## config.mk

```make
export PLATFORM = sky130hd
export DESIGN_NAME = spi_port
export DESIGN_NICKNAME = d
export VERILOG_FILES = /design/src/rtl/spi_port_pkg.sv /design/src/rtl/spi_port_sync.sv /design/src/rtl/spi_port_rate.sv /design/src/rtl/spi_port_core.sv /design/src/rtl/spi_port.sv
export SDC_FILE = /design/constraint.sdc
export NUM_CORES = 1
export LEC_CHECK = 0
export BUFFER_PORTS_ARGS = -buffer_cell sky130_fd_sc_hd__buf_2
export CAP_MARGIN = 15
export CORE_UTILIZATION = 52
export DETAILED_ROUTE_END_ITERATION = 10
export GPL_ROUTABILITY_DRIVEN = 0
export HOLD_SLACK_MARGIN = 0.1
export PLACE_DENSITY = 0.73
export SYNTH_ARGS = -nofsm -noshare
export SYNTH_HDL_FRONTEND = slang
export SYNTH_SLANG_ARGS = --single-unit
```

## constraint.sdc

```tcl
create_clock -name clk -period 1.4 [get_ports clk]
set_input_delay 0.21 -clock clk [delete_from_list [all_inputs] [get_ports clk]]
set_output_delay 0.21 -clock clk [all_outputs]
set_load 0.02 [all_outputs]
```

## src/rtl/spi_port_pkg.sv

```systemverilog
package spi_port_pkg;

  typedef struct packed {
    logic       ien;
    logic [1:0] rate;
    logic       lsb;
    logic       cpha;
    logic       cpol;
    logic       master;
    logic       en;
  } ctrl_t;

  localparam logic [1:0] ADDR_CTRL = 2'd0;
  localparam logic [1:0] ADDR_STAT = 2'd1;
  localparam logic [1:0] ADDR_DATA = 2'd2;

  // system clocks per SCK half period for each rate code
  function automatic int unsigned half_cycles(input logic [1:0] sel);
    case (sel)
      2'd0:    return 2;
      2'd1:    return 8;
      2'd2:    return 32;
      default: return 64;
    endcase
  endfunction

endpackage

```

## src/rtl/spi_port_sync.sv

```systemverilog
module spi_port_sync #(
  parameter int STAGES = 2,
  parameter int WIDTH  = 3,
  parameter logic [WIDTH-1:0] RST_VAL = '0
) (
  input  logic             clk,
  input  logic             rst_n,
  input  logic [WIDTH-1:0] d,
  output logic [WIDTH-1:0] q
);
  localparam int CHAIN_W = STAGES * WIDTH;

  logic [CHAIN_W-1:0] chain_q, chain_d;

  always_comb chain_d = {chain_q[CHAIN_W-WIDTH-1:0], d};

  always_ff @(posedge clk or negedge rst_n) begin
    if (!rst_n) chain_q <= {STAGES{RST_VAL}};
    else        chain_q <= chain_d;
  end

  assign q = chain_q[CHAIN_W-1 -: WIDTH];
endmodule

```

## src/rtl/spi_port_rate.sv

```systemverilog
module spi_port_rate #(
  parameter int CNT_W = 7
) (
  input  logic       clk,
  input  logic       rst_n,
  input  logic       run,
  input  logic [1:0] sel,
  output logic       tick
);
  import spi_port_pkg::*;

  logic [CNT_W-1:0] cnt_q, cnt_d, limit;

  always_comb begin
    limit = CNT_W'(half_cycles(sel) - 1);
    if (!run)               cnt_d = '0;
    else if (cnt_q == limit) cnt_d = '0;
    else                    cnt_d = cnt_q + 1'b1;
  end

  always_ff @(posedge clk or negedge rst_n) begin
    if (!rst_n) cnt_q <= '0;
    else        cnt_q <= cnt_d;
  end

  assign tick = run && (cnt_q == limit);
endmodule

```

## src/rtl/spi_port_core.sv

```systemverilog
module spi_port_core #(
  parameter int W = 8
) (
  input  logic         clk,
  input  logic         rst_n,
  input  logic         active,
  input  logic         load,
  input  logic [W-1:0] load_val,
  input  logic         edge_ev,
  input  logic         cpha,
  input  logic         lsb_first,
  input  logic         in_bit,
  output logic         out_bit,
  output logic         done,
  output logic         mid,
  output logic [W-1:0] shreg
);
  localparam int IDX_W = $clog2(2 * W);
  localparam logic [IDX_W-1:0] LAST = IDX_W'(2 * W - 1);

  logic [W-1:0]     sr_q, sr_d, shifted;
  logic [IDX_W-1:0] idx_q, idx_d;
  logic             rxb_q, rxb_d, dout_q, dout_d, done_q, done_d;
  logic             lead, trail, sr_out, ins;

  always_comb begin
    lead    = edge_ev && !idx_q[0];
    trail   = edge_ev &&  idx_q[0];
    sr_out  = lsb_first ? sr_q[0] : sr_q[W-1];
    ins     = cpha ? in_bit : rxb_q;
    shifted = lsb_first ? {ins, sr_q[W-1:1]} : {sr_q[W-2:0], ins};

    sr_d   = sr_q;
    idx_d  = idx_q;
    rxb_d  = rxb_q;
    dout_d = dout_q;
    done_d = 1'b0;
    if (load) begin
      sr_d  = load_val;
      idx_d = '0;
    end else if (!active) begin
      idx_d = '0;
    end else if (edge_ev) begin
      idx_d = idx_q + 1'b1;
      if (lead) begin
        rxb_d  = in_bit;
        dout_d = sr_out;
      end
      if (trail) begin
        sr_d   = shifted;
        done_d = (idx_q == LAST);
      end
    end
  end

  always_ff @(posedge clk or negedge rst_n) begin
    if (!rst_n) begin
      sr_q   <= '0;
      idx_q  <= '0;
      rxb_q  <= 1'b0;
      dout_q <= 1'b0;
      done_q <= 1'b0;
    end else begin
      sr_q   <= sr_d;
      idx_q  <= idx_d;
      rxb_q  <= rxb_d;
      dout_q <= dout_d;
      done_q <= done_d;
    end
  end

  assign out_bit = cpha ? dout_q : sr_out;
  assign done    = done_q;
  assign mid     = (idx_q != '0);
  assign shreg   = sr_q;
endmodule

```

## src/rtl/spi_port.sv

```systemverilog
module spi_port #(
  parameter int XFER_W      = 8,
  parameter int SYNC_STAGES = 2,
  parameter int RATE_CNT_W  = 7
) (
  input  logic       clk,
  input  logic       rst_n,
  input  logic       bus_wr,
  input  logic       bus_rd,
  input  logic [1:0] bus_addr,
  input  logic [7:0] bus_wdata,
  output logic [7:0] bus_rdata,
  output logic       irq,
  output logic       sck_o,
  output logic       sck_oe,
  output logic       mosi_o,
  output logic       mosi_oe,
  input  logic       miso_i,
  input  logic       sck_i,
  input  logic       ss_n_i,
  input  logic       mosi_i,
  output logic       miso_o,
  output logic       miso_oe
);
  import spi_port_pkg::*;

  // reset: asserted asynchronously, released on a clock edge
  logic [1:0] rst_pipe;
  logic       rst_n_int;
  always_ff @(posedge clk or negedge rst_n) begin
    if (!rst_n) rst_pipe <= 2'b00;
    else        rst_pipe <= {rst_pipe[0], 1'b1};
  end
  assign rst_n_int = rst_pipe[1];

  logic [7:0]        ctrl_q, ctrl_d, rxbuf_q, rxbuf_d;
  ctrl_t             ctrl;
  logic              spif_q, spif_d, wcol_q, wcol_d, armed_q, armed_d;
  logic              run_q, run_d, sck_q, sck_d, sck_prev_q, sck_prev_d;
  logic              sck_s, ss_s, mosi_s;
  logic              tick, master_mode, slave_act, busy;
  logic              acc_data, data_wr, stat_rd, collide, load, start;
  logic              edge_ev, core_active, in_bit;
  logic              core_out, core_done, core_mid;
  logic [XFER_W-1:0] core_sr;

  spi_port_sync #(.STAGES(SYNC_STAGES), .WIDTH(3), .RST_VAL(3'b010)) u_sync (
    .clk(clk), .rst_n(rst_n_int),
    .d({sck_i, ss_n_i, mosi_i}),
    .q({sck_s, ss_s, mosi_s})
  );

  spi_port_rate #(.CNT_W(RATE_CNT_W)) u_rate (
    .clk(clk), .rst_n(rst_n_int), .run(run_q), .sel(ctrl.rate), .tick(tick)
  );

  spi_port_core #(.W(XFER_W)) u_core (
    .clk(clk), .rst_n(rst_n_int), .active(core_active), .load(load),
    .load_val(bus_wdata[XFER_W-1:0]), .edge_ev(edge_ev), .cpha(ctrl.cpha),
    .lsb_first(ctrl.lsb), .in_bit(in_bit), .out_bit(core_out),
    .done(core_done), .mid(core_mid), .shreg(core_sr)
  );

  always_comb begin
    ctrl        = ctrl_t'(ctrl_q);
    master_mode = ctrl.en && ctrl.master;
    slave_act   = ctrl.en && !ctrl.master && !ss_s;
    busy        = run_q || core_mid;
    acc_data    = (bus_wr || bus_rd) && (bus_addr == ADDR_DATA);
    data_wr     = bus_wr && (bus_addr == ADDR_DATA);
    stat_rd     = bus_rd && (bus_addr == ADDR_STAT);
    collide     = data_wr && busy;
    load        = data_wr && !busy;
    start       = load && master_mode;
    edge_ev     = master_mode ? tick : (slave_act && (sck_s ^ sck_prev_q));
    core_active = master_mode ? run_q : slave_act;
    in_bit      = master_mode ? miso_i : mosi_s;

    ctrl_d = ctrl_q;
    if (bus_wr && (bus_addr == ADDR_CTRL)) ctrl_d = bus_wdata;

    if (!master_mode)   run_d = 1'b0;
    else if (start)     run_d = 1'b1;
    else if (core_done) run_d = 1'b0;
    else                run_d = run_q;

    spif_d  = spif_q;
    wcol_d  = wcol_q;
    armed_d = armed_q;
    if (acc_data && armed_q) begin
      spif_d  = 1'b0;
      wcol_d  = 1'b0;
      armed_d = 1'b0;
    end
    if (stat_rd && (spif_q || wcol_q)) armed_d = 1'b1;
    if (core_done) spif_d = 1'b1;
    if (collide)   wcol_d = 1'b1;

    rxbuf_d    = core_done ? 8'(core_sr) : rxbuf_q;
    sck_d      = !run_q ? ctrl.cpol : (tick ? !sck_q : sck_q);
    sck_prev_d = sck_s;
  end

  always_ff @(posedge clk or negedge rst_n_int) begin
    if (!rst_n_int) begin
      ctrl_q     <= '0;
      rxbuf_q    <= '0;
      spif_q     <= 1'b0;
      wcol_q     <= 1'b0;
      armed_q    <= 1'b0;
      run_q      <= 1'b0;
      sck_q      <= 1'b0;
      sck_prev_q <= 1'b0;
    end else begin
      ctrl_q     <= ctrl_d;
      rxbuf_q    <= rxbuf_d;
      spif_q     <= spif_d;
      wcol_q     <= wcol_d;
      armed_q    <= armed_d;
      run_q      <= run_d;
      sck_q      <= sck_d;
      sck_prev_q <= sck_prev_d;
    end
  end

  always_comb begin
    case (bus_addr)
      ADDR_CTRL: bus_rdata = ctrl_q;
      ADDR_STAT: bus_rdata = {spif_q, wcol_q, 6'b0};
      ADDR_DATA: bus_rdata = rxbuf_q;
      default:   bus_rdata = 8'h00;
    endcase
  end

  assign irq     = spif_q && ctrl.ien;
  assign sck_o   = sck_q;
  assign sck_oe  = master_mode;
  assign mosi_o  = core_out;
  assign mosi_oe = master_mode;
  assign miso_o  = core_out;
  assign miso_oe = slave_act;
endmodule

```

### After elaboration in Yosys (flattened, before gate mapping)

Index checks and enable logic that the tools add are counted.

| storage, ports and cells | value |
|---|---|
| flip-flop bits (word level) | 52 |
| input port bits | 18 |
| output and inout bits | 15 |
| logic and storage cells | 97 |

| operators by class | value |
|---|---|
| add/subtract/negate cells | 3 |
| equal/unequal tests | 9 |
| mux-type cells | 31 |
| bitwise operators | 2 |
| reduce and logical (&&, ||, !) cells | 36 |

Operators by type and width:

| kind | count |
|---|---|
| 2-to-1 mux 8 bit | 5 |
| one-hot mux 8 bit (3 select lines) | 1 |
| one-hot mux 7 bit (3 select lines) | 1 |
| 2-to-1 mux 1 bit | 19 |
| logical AND 1 bit | 17 |
| 2-to-1 mux 7 bit | 2 |
| 2-to-1 mux 4 bit | 3 |
| nonzero test 2 bit | 6 |
| adder 7 x 1 -> 7 bit (second input constant) | 1 |
| == test 7 bit | 1 |
| subtractor 7 x 1 -> 7 bit (second input constant) | 1 |
| zero test 1 bit | 5 |
| adder 4 x 1 -> 4 bit (second input constant) | 1 |
| == test 2 x 1 -> 1 bit (second input constant) | 2 |
| == test 2 bit (second input constant) | 2 |
| == test 4 bit (second input constant) | 1 |
| zero test 2 bit | 2 |
| AND reduction 4 bit | 1 |
| nonzero test 4 bit | 1 |
| logical OR 1 bit | 3 |
| != test 3 x 1 -> 1 bit (second input constant) | 1 |
| != test 3 bit (second input constant) | 1 |
| AND reduction 3 bit | 1 |
| != test 2 x 1 -> 1 bit (second input constant) | 1 |
| 2 further kinds | 2 |

### Longest topological paths before layout

Gate-level depths: netlist of run 1.

| logic depth | value |
|---|---|
| depth in word-level cells | 11 |
| depth in mapped cells | 7 |
| mapped depth without buffers | 7 |

### Cells and area by module

A second synthesis of run 1 with hierarchy kept.

| unflattened totals | value |
|---|---|
| cells, all modules | 214 |
| area total of the unflattened synthesis | 2551.2 µm² |

Modules (own cells, without submodules):

| module | times used | cells an instance | area an instance (µm²) | sequential area each (µm²) |
|---|---|---|---|---|
| spi_port | 1 | 91 | 1126.1 | 600.6 |
| spi_port_core | 1 | 78 | 869.6 | 375.4 |
| spi_port_rate | 1 | 36 | 380.4 | 175.2 |
| spi_port_sync | 1 | 9 | 175.2 | 152.6 |

### Least setup slack after synthesis of run 1

Ideal clock, no wire load.

| timing | value |
|---|---|
| path kind | reg-to-reg |
| start | reg ctrl_q[1] (netlist: ctrl[1]) |
| end | reg u_core.idx_q[2] |
| library setup time | 0.066 ns |
| arrival time | 2.004 ns |
| data required time | 1.334 ns |
| setup slack | -0.670 ns |
| stages on the path, launching flop included | 7 |
| path buffers | 1 |
| clock period less this slack | 2.070 ns |
| path through | dfrtp_1 nor3b_1 nand2_1 o31a_1 buf_6 or4_1 nand2_1 |

| between the ends | value |
|---|---|
| longest elaborated chain between the ends | 6 |
| elaborated cells between the ends (all ways) | 10 |
| classes of those cells | 1 x eq/ne; 4 x mux; 5 x reduce/logical |

Ends and longest elaborated chain:

| what | line | text |
|---|---|---|
| from (decl) | spi_port.sv:36 | `logic [7:0] ctrl_q, ctrl_d, rxbuf_q, rxbuf_d;` |
| from (signal assigned) | spi_port.sv:115 | `ctrl_q <= ctrl_d;` |
| zero test 1 bit * | spi_port.sv:67 | `slave_act = ctrl.en && !ctrl.master && !ss_s;` |
| logical AND 1 bit * (2 in series) | spi_port.sv:67 |  |
| via miso_oe | spi_port.sv:23 | `output logic miso_oe` |
| logical AND 1 bit or 2-to-1 mux 1 bit (tied branches) | spi_port.sv:75, spi_port.sv:76 |  |
| 2-to-1 mux 1 bit or 2-to-1 mux 4 bit (tied branches) | spi_port.sv:75, spi_port_core.sv:41 |  |
| != test 3 bit (no source line) or 2-to-1 mux 4 bit (tied branches) | -- |  |
| to (signal assigned) | spi_port_core.sv:65 | `idx_q <= idx_d;` |
| to (decl) | spi_port_core.sv:22 | `logic [IDX_W-1:0] idx_q, idx_d;` |

The timed path passes the listed nets; every way through them passes the cells marked *.
A chain may end at the register's enable or synchronous reset.

### Worst setup path after layout of run 1

| timing | value |
|---|---|
| start | reg ctrl_q[6] (netlist: ctrl[6]) |
| end | reg u_core.idx_q[1] |

| between the ends | value |
|---|---|
| longest elaborated chain between the ends | 7 |
| elaborated cells between the ends (all ways) | 9 |
| classes of those cells | 1 x add/sub; 4 x eq/ne; 2 x mux; 2 x reduce/logical |

Ends and longest elaborated chain:

| what | line | text |
|---|---|---|
| == test 2 bit (tied with other cells) | spi_port_pkg.sv:19 | `case (sel)` |
| one-hot mux 7 bit (3 select lines) * | spi_port_pkg.sv:19 |  |
| subtractor 7 x 1 -> 7 bit * | spi_port_rate.sv:15 | `limit = CNT_W'(half_cycles(sel) - 1);` |
| == test 7 bit * | spi_port_rate.sv:26 | `assign tick = run && (cnt_q == limit);` |
| logical AND 1 bit * | spi_port_rate.sv:26 |  |
| 2-to-1 mux 1 bit * | spi_port.sv:75 | `edge_ev = master_mode ? tick : (slave_act && (sck_s ^ sck_prev_q));` |
| != test 3 bit (no source line) * | -- |  |

Every way passes the cells marked *; elsewhere a longest branch is shown, timed or not.

==> results.json, run 1 <==
{
  "status": "finished with violations",
  "violations": "setup timing",
  "crit_required_ns": 1.59,
  "crit_start": "ctrl[6]",
  "setup_viol": 34,
  "synth_top_area_share_pct": 48.9,
  "layout.nets": 346,
  "finalHoldViolations": 0,
  "rr_endpoint": "u_core.idx_q[1]",
  "root_buffer": "clkbuf_8",
  "timing.rr.start": "ctrl[6]",
  "firstDrtPassIters": 4,
  "fin_skew_ns": 0.0149,
  "p_seq_share_pct": 46.5,
  "grt_remaining_overflow": 0,
  "yosysUniqueCellTypes": 52,
  "grt_max_degree": 25,
  "drv_cap": 0,
  "antenna_found_initial": 0,
  "post-synth-top-area-cell": "dfrtp_1",
  "slew_violations": 0,
  "ys_warn_count": 0,
  "synthArstFlopShare_pct": 100,
  "critPathMaxFanout": 8,
  "layout_setup_ws_ns": -0.500,
  "clk-insertion-delay-late_ns": 0.31,
  "worstSetupEndpoint": "u_core.idx_q[1]",
  "final_cell_mix": "46 x buf_4, 44 x dfrtp_1, 22 x buf_2, 21 x nor2_1, 20 x buf_6",
  "tritoncts": "done",
  "place_hpwl_um": 4370,
  "yosys_most_used_dff": "dfrtp_1",
  "htree_levels": 2,
  "timing.fmax_mhz": 526,
  "areaGrowthSynthToFinish_pct": 43.3,
  "p_comb_share_pct": 28.0,
  "rsz0062_at_grt": "true",
  "path_cells": "and2_2, o221ai_2, o31a_1, buf_4, mux2i_1, nor2_1",
  "power_density_nw_per_um2": 1080,
  "viasPerCell": 5.53,
  "synth_edf_count": 0,
  "syn_area_um2": 2560,
  "drc_errors": 0,
  "reg2regPathDepth": 6,
  "initial_utilization_pct": 54.1,
  "cts_buffers": 5,
  "critPathSlowestCell": "dfrtp_2",
  "arrival_ns": 2.09,
  "avgSynthCellArea_um2": 10.9,
  "peakVddDrop_v": 0.000619,
  "portBuffers": 32,
  "ant_nets": 0,
  "min_period_ns": 1.90,
  "die_x_um": 72.1,
  "final.setup.tns_ns": -9.33,
  "cp-end-kind": "register",
  "final_common_cell": "buf_4",
  "synthesis.nets": 255,
  "ys_seq_elements": 52,
  "fp.dieArea_um2": 5200,
  "grt_use_total_pct": 27.2,
  "yosys-top-cells-area": "dfrtp_1 49%, mux2_2 7.9%, mux2i_1 6.3%, nand2_1 3.8%, nor2_1 3.5%",
  "clkSlewWorstSetupHoldPaths_ns": 0.08,
  "rows": 25,
  "p_clk_share_pct": 25.4,
  "grt_pass1_wl_um": 10400,
  "ios": 33,
  "p_sw_share_pct": 29.7,
  "die_h_um": 72.1,
  "slowest_delay_ns": 0.49,
  "p_sw_uw": 1180,
  "post-route-period-util_pct": 136,
  "ys_seq_area_share_pct": 51.0,
  "ctsLongestPathBuffers": 2,
  "grt_pass1_vias": 2127,
  "rrSetupSlack_ns": -0.50,
  "clock_sinks": 52,
  "vias": 2174,
  "wirelength_um": 6830,
  "hp-class": "reg2async",
  "antenna_cells": 0,
  "dp_slack_ns": -0.439,
  "power.internal_uw": 2790,
  "p_leak_uw": 0.00175,
  "wl_per_cell_um": 17.4,
  "critPathKind": "reg2reg",
  "drive_gt1_share_pct": 51.5,
  "core_area_um2": 4720,
  "syn_inst": 234,
  "drtIter0Drc": 140,
  "crit_path_start_kind": "register"
}
==> metal layers <==
| layer | wire length [µm] | global-route usage (%) | vias to the layer above |
|---|---|---|---|
| met4 | 210 | 14.2 | 0 |
| met3 | 233 | 4.72 | 21 |
| met2 | 3590 | 46.7 | 68 |
| li1 | - | - | 1002 |
| met5 | 0 | 0 | - |
| met1 | 2800 | 32.7 | 1083 |
==> logic make-up after synthesis <==
family          share of synthesized area (%)
xor+xnor                                 2.40
flops                                    51.0
buf+inv                                  3.38
mux                                      14.8
fa+ha+maj                                1.47
compound gates                           12.1
simple gates                             14.8
other cells                             0.147
==> registers in the layout, indices dropped and copies added (netlist names), 2 cells and up <==
| register | cells |
|---|---|
| u_core.shreg | 8 |
| rxbuf_q | 8 |
| ctrl | 8 |
| rst_pipe | 2 |
| u_sync.chain_q | 6 |
| u_rate.cnt_q | 7 |
| u_core.idx_q | 4 |
==> area by class of cell <==
type	instances	area, µm²
Clock buffer	6	72.6
Clock inverter	2	35.0
Fill cell	274	1060
Inverter	7	28.8
Multi-Input combinational cell	164	1360
Sequential cell	52	1310
Tap cell	67	83.8
Timing Repair Buffer	95	776
==> cell usage after synthesis, types with 2 or more instances <==
cell,n
dfrtp_1,50
nand2_1,26
nor2_1,24
mux2_2,18
mux2i_1,16
o21ai_0,11
inv_1,7
a21oi_1,6
o22ai_1,6
nand3_1,4
xor2_1,4
clkbuf_1,3
ha_1,3
nor2b_1,3
nor3_1,3
o21ai_1,3
xnor2_1,3
a31o_2,2
and2_2,2
and3_1,2
buf_1,2
buf_2,2
buf_4,2
dfstp_2,2
nor3b_1,2
o221ai_2,2
==> worst max-delay path: cells and delay by family, from the launching register on <==
family                 cells  cell delay [ns]
muxes                      1             0.24
buffers and inverters      1             0.22
AOI/OAI and AO/OA          2             0.56
DFF                        1             0.49
and+or+nand+nor            2             0.28
==> worst min-delay path by stage <==
stage	to	start	cells past startpoint	slack, ns
2_1_floorplan	rst_pipe[0]	rst_n	0	-0.09
3_5_place_dp	rst_pipe[0]	rst_n	1	-0.003
5_1_grt	u_core.shreg[7]	bus_wdata[7]	3	0.11
4_1_cts	u_core.shreg[4]	bus_wdata[4]	3	0.11
6_report	u_rate.cnt_q[1]	rst_pipe[1]	0	0.11
3_3_place_gp	rst_pipe[0]	rst_n	1	-0.003
==> power groups by stage <==
stage | clock [µW] | sequential, µW | combinational (µW)
final | 1010 | 1840 | 1110
after global routing | 1080 | 1860 | 1190
after CTS | 1030 | 1820 | 985
after detailed placement | 0 | 1840 | 831
after global placement | 0 | 1830 | 807
after floorplan | 0 | 1820 | 521
==> per-stage QoR <==
| stage | area, µm² | power, µW | cells | utilization (%) | hold slack [ns] |
|---|---|---|---|---|---|
| final | 3670 | 3960 | 393 | 77.6 | 0.112 |
| after global routing | 3670 | 4130 | 393 | 77.6 | 0.111 |
| after CTS | 3440 | 3840 | 386 | 72.8 | 0.114 |
| after detailed placement | 3150 | 2670 | 367 | 66.6 | -0.00342 |
| after global placement | 3150 | 2640 | 367 | 66.6 | -0.00349 |
| after floorplan | 2620 | 2340 | 234 | - | -0.0856 |
==> timing repair <==
| action | 4_1_cts | 5_1_grt |
|---|---|---|
| buffers inserted | 6 | 9 |
| endpoints found under the setup margin | 34 | 35 |
| gates cloned | 1 | 0 |
| resized for setup | 32 | 44 |
| hold endpoints to repair | 5 | 0 |
| hold buffers | 4 | 0 |
| pin swaps | 10 | 19 |
No activity file was read; power rests on OpenSTA's default activity.
==> run 2: changes to the inputs <==
- CELL_PAD_IN_SITES_DETAIL_PLACEMENT: not set -> 1
- CELL_PAD_IN_SITES_GLOBAL_PLACEMENT: not set -> 1
- CORE_UTILIZATION: 52 -> 41
- PLACE_DENSITY: 0.73 -> 0.72
==> run 2 against run 1 <==
  * The flow still finishes with violations (setup timing)
  * Total power decreased by 6.1%
  * Maximum frequency increased by 0.66%
  * Critical endpoint is now u_core.idx_q[3]
  * Global-route usage decreased by 4.0 points
==> results.json, run 2 (same netlist as run 1, synthesis figures left out) <==
{
  "grt_max_degree": 37,
  "drive_gt1_share_pct": 50.3,
  "grt_pass1_vias": 2259,
  "drc_errors": 0,
  "p_sw_uw": 1190,
  "nFillCells": 647,
  "crit_path_start_kind": "register",
  "ff_latch_area_um2": 1310,
  "antenna_cells": 0,
  "ctsLongestPathBuffers": 2,
  "arrival_ns": 2.08,
  "whs_path_depth": 3,
  "grtUsageMet3_pct": 3.82,
  "power_density_nw_per_um2": 1050,
  "power.internal_uw": 2530,
  "p_seq_share_pct": 49.8,
  "place_hpwl_um": 4990,
  "areaGrowthSynthToFinish_pct": 38.3,
  "grt_use_total_pct": 23.1,
  "p_clk_share_pct": 23.2,
  "dpl-instance-area_um2": 3100,
  "core_area_um2": 5960,
  "cp-end-kind": "register",
  "antenna_found_initial": 0,
  "finalPower_uw": 3720,
  "met2_usage_pct": 41.2,
  "die_x_um": 81.0,
  "wl_per_cell_um": 19.2,
  "wirelength_um": 7530,
  "fin_hold_ws_ns": 0.124,
  "slew_violations": 0,
  "grt.busiest_layer": "met2",
  "path_cells": "inv_2, ha_4, or4b_4, o221ai_4, a311oi_1, a41o_1",
  "p_leak_uw": 0.00166,
  "p_sw_share_pct": 32.0,
  "dp_slack_ns": -0.452,
  "rsz0062_at_grt": "true",
  "p_comb_share_pct": 27.0,
  "layout.nets": 338,
  "fin_skew_ns": 0.00721,
  "timing.rr.start": "u_core.idx_q[1]",
  "root_buffer": "clkbuf_8",
  "clk-insertion-delay-late_ns": 0.30,
  "vias": 2115,
  "ant_nets": 0,
  "portBuffers": 32,
  "post-route-period-util_pct": 135,
  "min_period_ns": 1.89,
  "clkSlewWorstSetupHoldPaths_ns": 0.10,
  "drv_cap": 0,
  "reg2regPathDepth": 6,
  "tritoncts": "done",
  "min_to": "u_core.shreg[4]",
  "final_cell_mix": "44 x dfrtp_1, 38 x buf_4, 27 x buf_2, 23 x nand2_1",
  "critPathMaxFanout": 4,
  "cts_buffers": 5,
  "violations": "setup timing",
  "crit_required_ns": 1.59,
  "multiInputGateArea_um2": 1350,
  "drtIter0Drc": 138,
  "grt_pass1_wl_um": 11300,
  "status": "finished with violations",
  "setup_viol": 33,
  "grt_remaining_overflow": 0,
  "die_h_um": 81.0,
  "htree_levels": 2,
  "rr_endpoint": "u_core.idx_q[3]",
  "grt_use_met1_pct": 28.1,
  "rows": 28,
  "ios": 33,
  "hp-class": "in2reg",
  "utilization_pct": 59.4,
  "rrSetupSlack_ns": -0.49,
  "finalHoldViolations": 0,
  "fp.dieArea_um2": 6560,
  "final_area_um2": 3540,
  "initial_utilization_pct": 42.9,
  "layout_setup_ws_ns": -0.488,
  "timing.fmax_mhz": 530,
  "viasPerCell": 5.38,
  "critPathSlowestCell": "or4b_4",
  "hold_start": "bus_wdata[4]",
  "firstDrtPassIters": 4,
  "final_common_cell": "dfrtp_1",
  "slowest_delay_ns": 0.48,
  "peakVddDrop_v": 0.000467,
  "clock_sinks": 52,
  "critPathKind": "reg2reg"
}
[run 2: cell count changes in the layout (fill, tap and decap cells not counted), sizes merged]
cell | previous run | this run
buf | 91 | 83
clkinv | 1 | 3
bufinv | 1 | 0
clkbuf | 6 | 5
[run 2: final cells by class]
class | instances | share of cell area [%]
multi-input cells | 164 | 38.1
flip-flops and latches | 52 | 37.1
clock buffers | 5 | 1.95
inverters | 7 | 0.743
well taps | 75 | 2.65
clock inverters | 3 | 0.531
repair buffers | 87 | 19.0
[run 2: critical path: cells and delay by family (launching register included)]
kind / cells / cell delay, ns
fa+ha+maj: 1 / 0.13
simple gates: 1 / 0.48
compound gates: 3 / 0.65
flops: 1 / 0.41
buf+inv: 1 / 0.11
[run 2: power groups by stage]
stage          Combinational, µW  Sequential [µW]  Clock, µW
6_report                    1010             1850        863
3_3_place_gp                 780             1840          0
2_1_floorplan                521             1820          0
5_1_grt                     1080             1870        940
3_5_place_dp                 805             1850          0
4_1_cts                      922             1830        886
[run 2: metrics by stage]
step,std cells,TNS [ns]
after floorplan,234,-4.99
after global placement,367,-7.14
after detailed placement,367,-8.32
after CTS,388,-8.69
after global routing,393,-11.14
final,393,-9.25
[run 2: how the worst max path moves through the flow]
| stage | from | endpoint | slack (ns) |
|---|---|---|---|
| finish | u_core.idx_q[1] | u_core.idx_q[3] | -0.49 |
| global route | u_core.idx_q[1] | u_core.idx_q[3] | -0.51 |
| CTS | u_core.idx_q[0] | u_core.shreg[1] | -0.42 |
| detailed placement | ctrl[6] | u_core.shreg[1] | -0.45 |
| global placement | u_core.idx_q[0] | u_core.idx_q[3] | -0.41 |
| floorplan | ctrl[6] | u_core.idx_q[2] | -0.40 |
[run 2: what timing repair did]
action	CTS	global route
gates cloned	0	1
hold buffers	4	0
setup buffers	9	5
pin swaps	14	11
setup endpoints to repair	33	35
endpoints found under the hold margin	5	0
gates resized for setup	25	39
[run 2: per-layer routing]
layer / vias to the layer above / part of all wire [%]
li1: 993 / -
met1: 1069 / 42
met4: 0 / 2.1
met3: 13 / 2.4
met2: 40 / 53
met5: - / 0
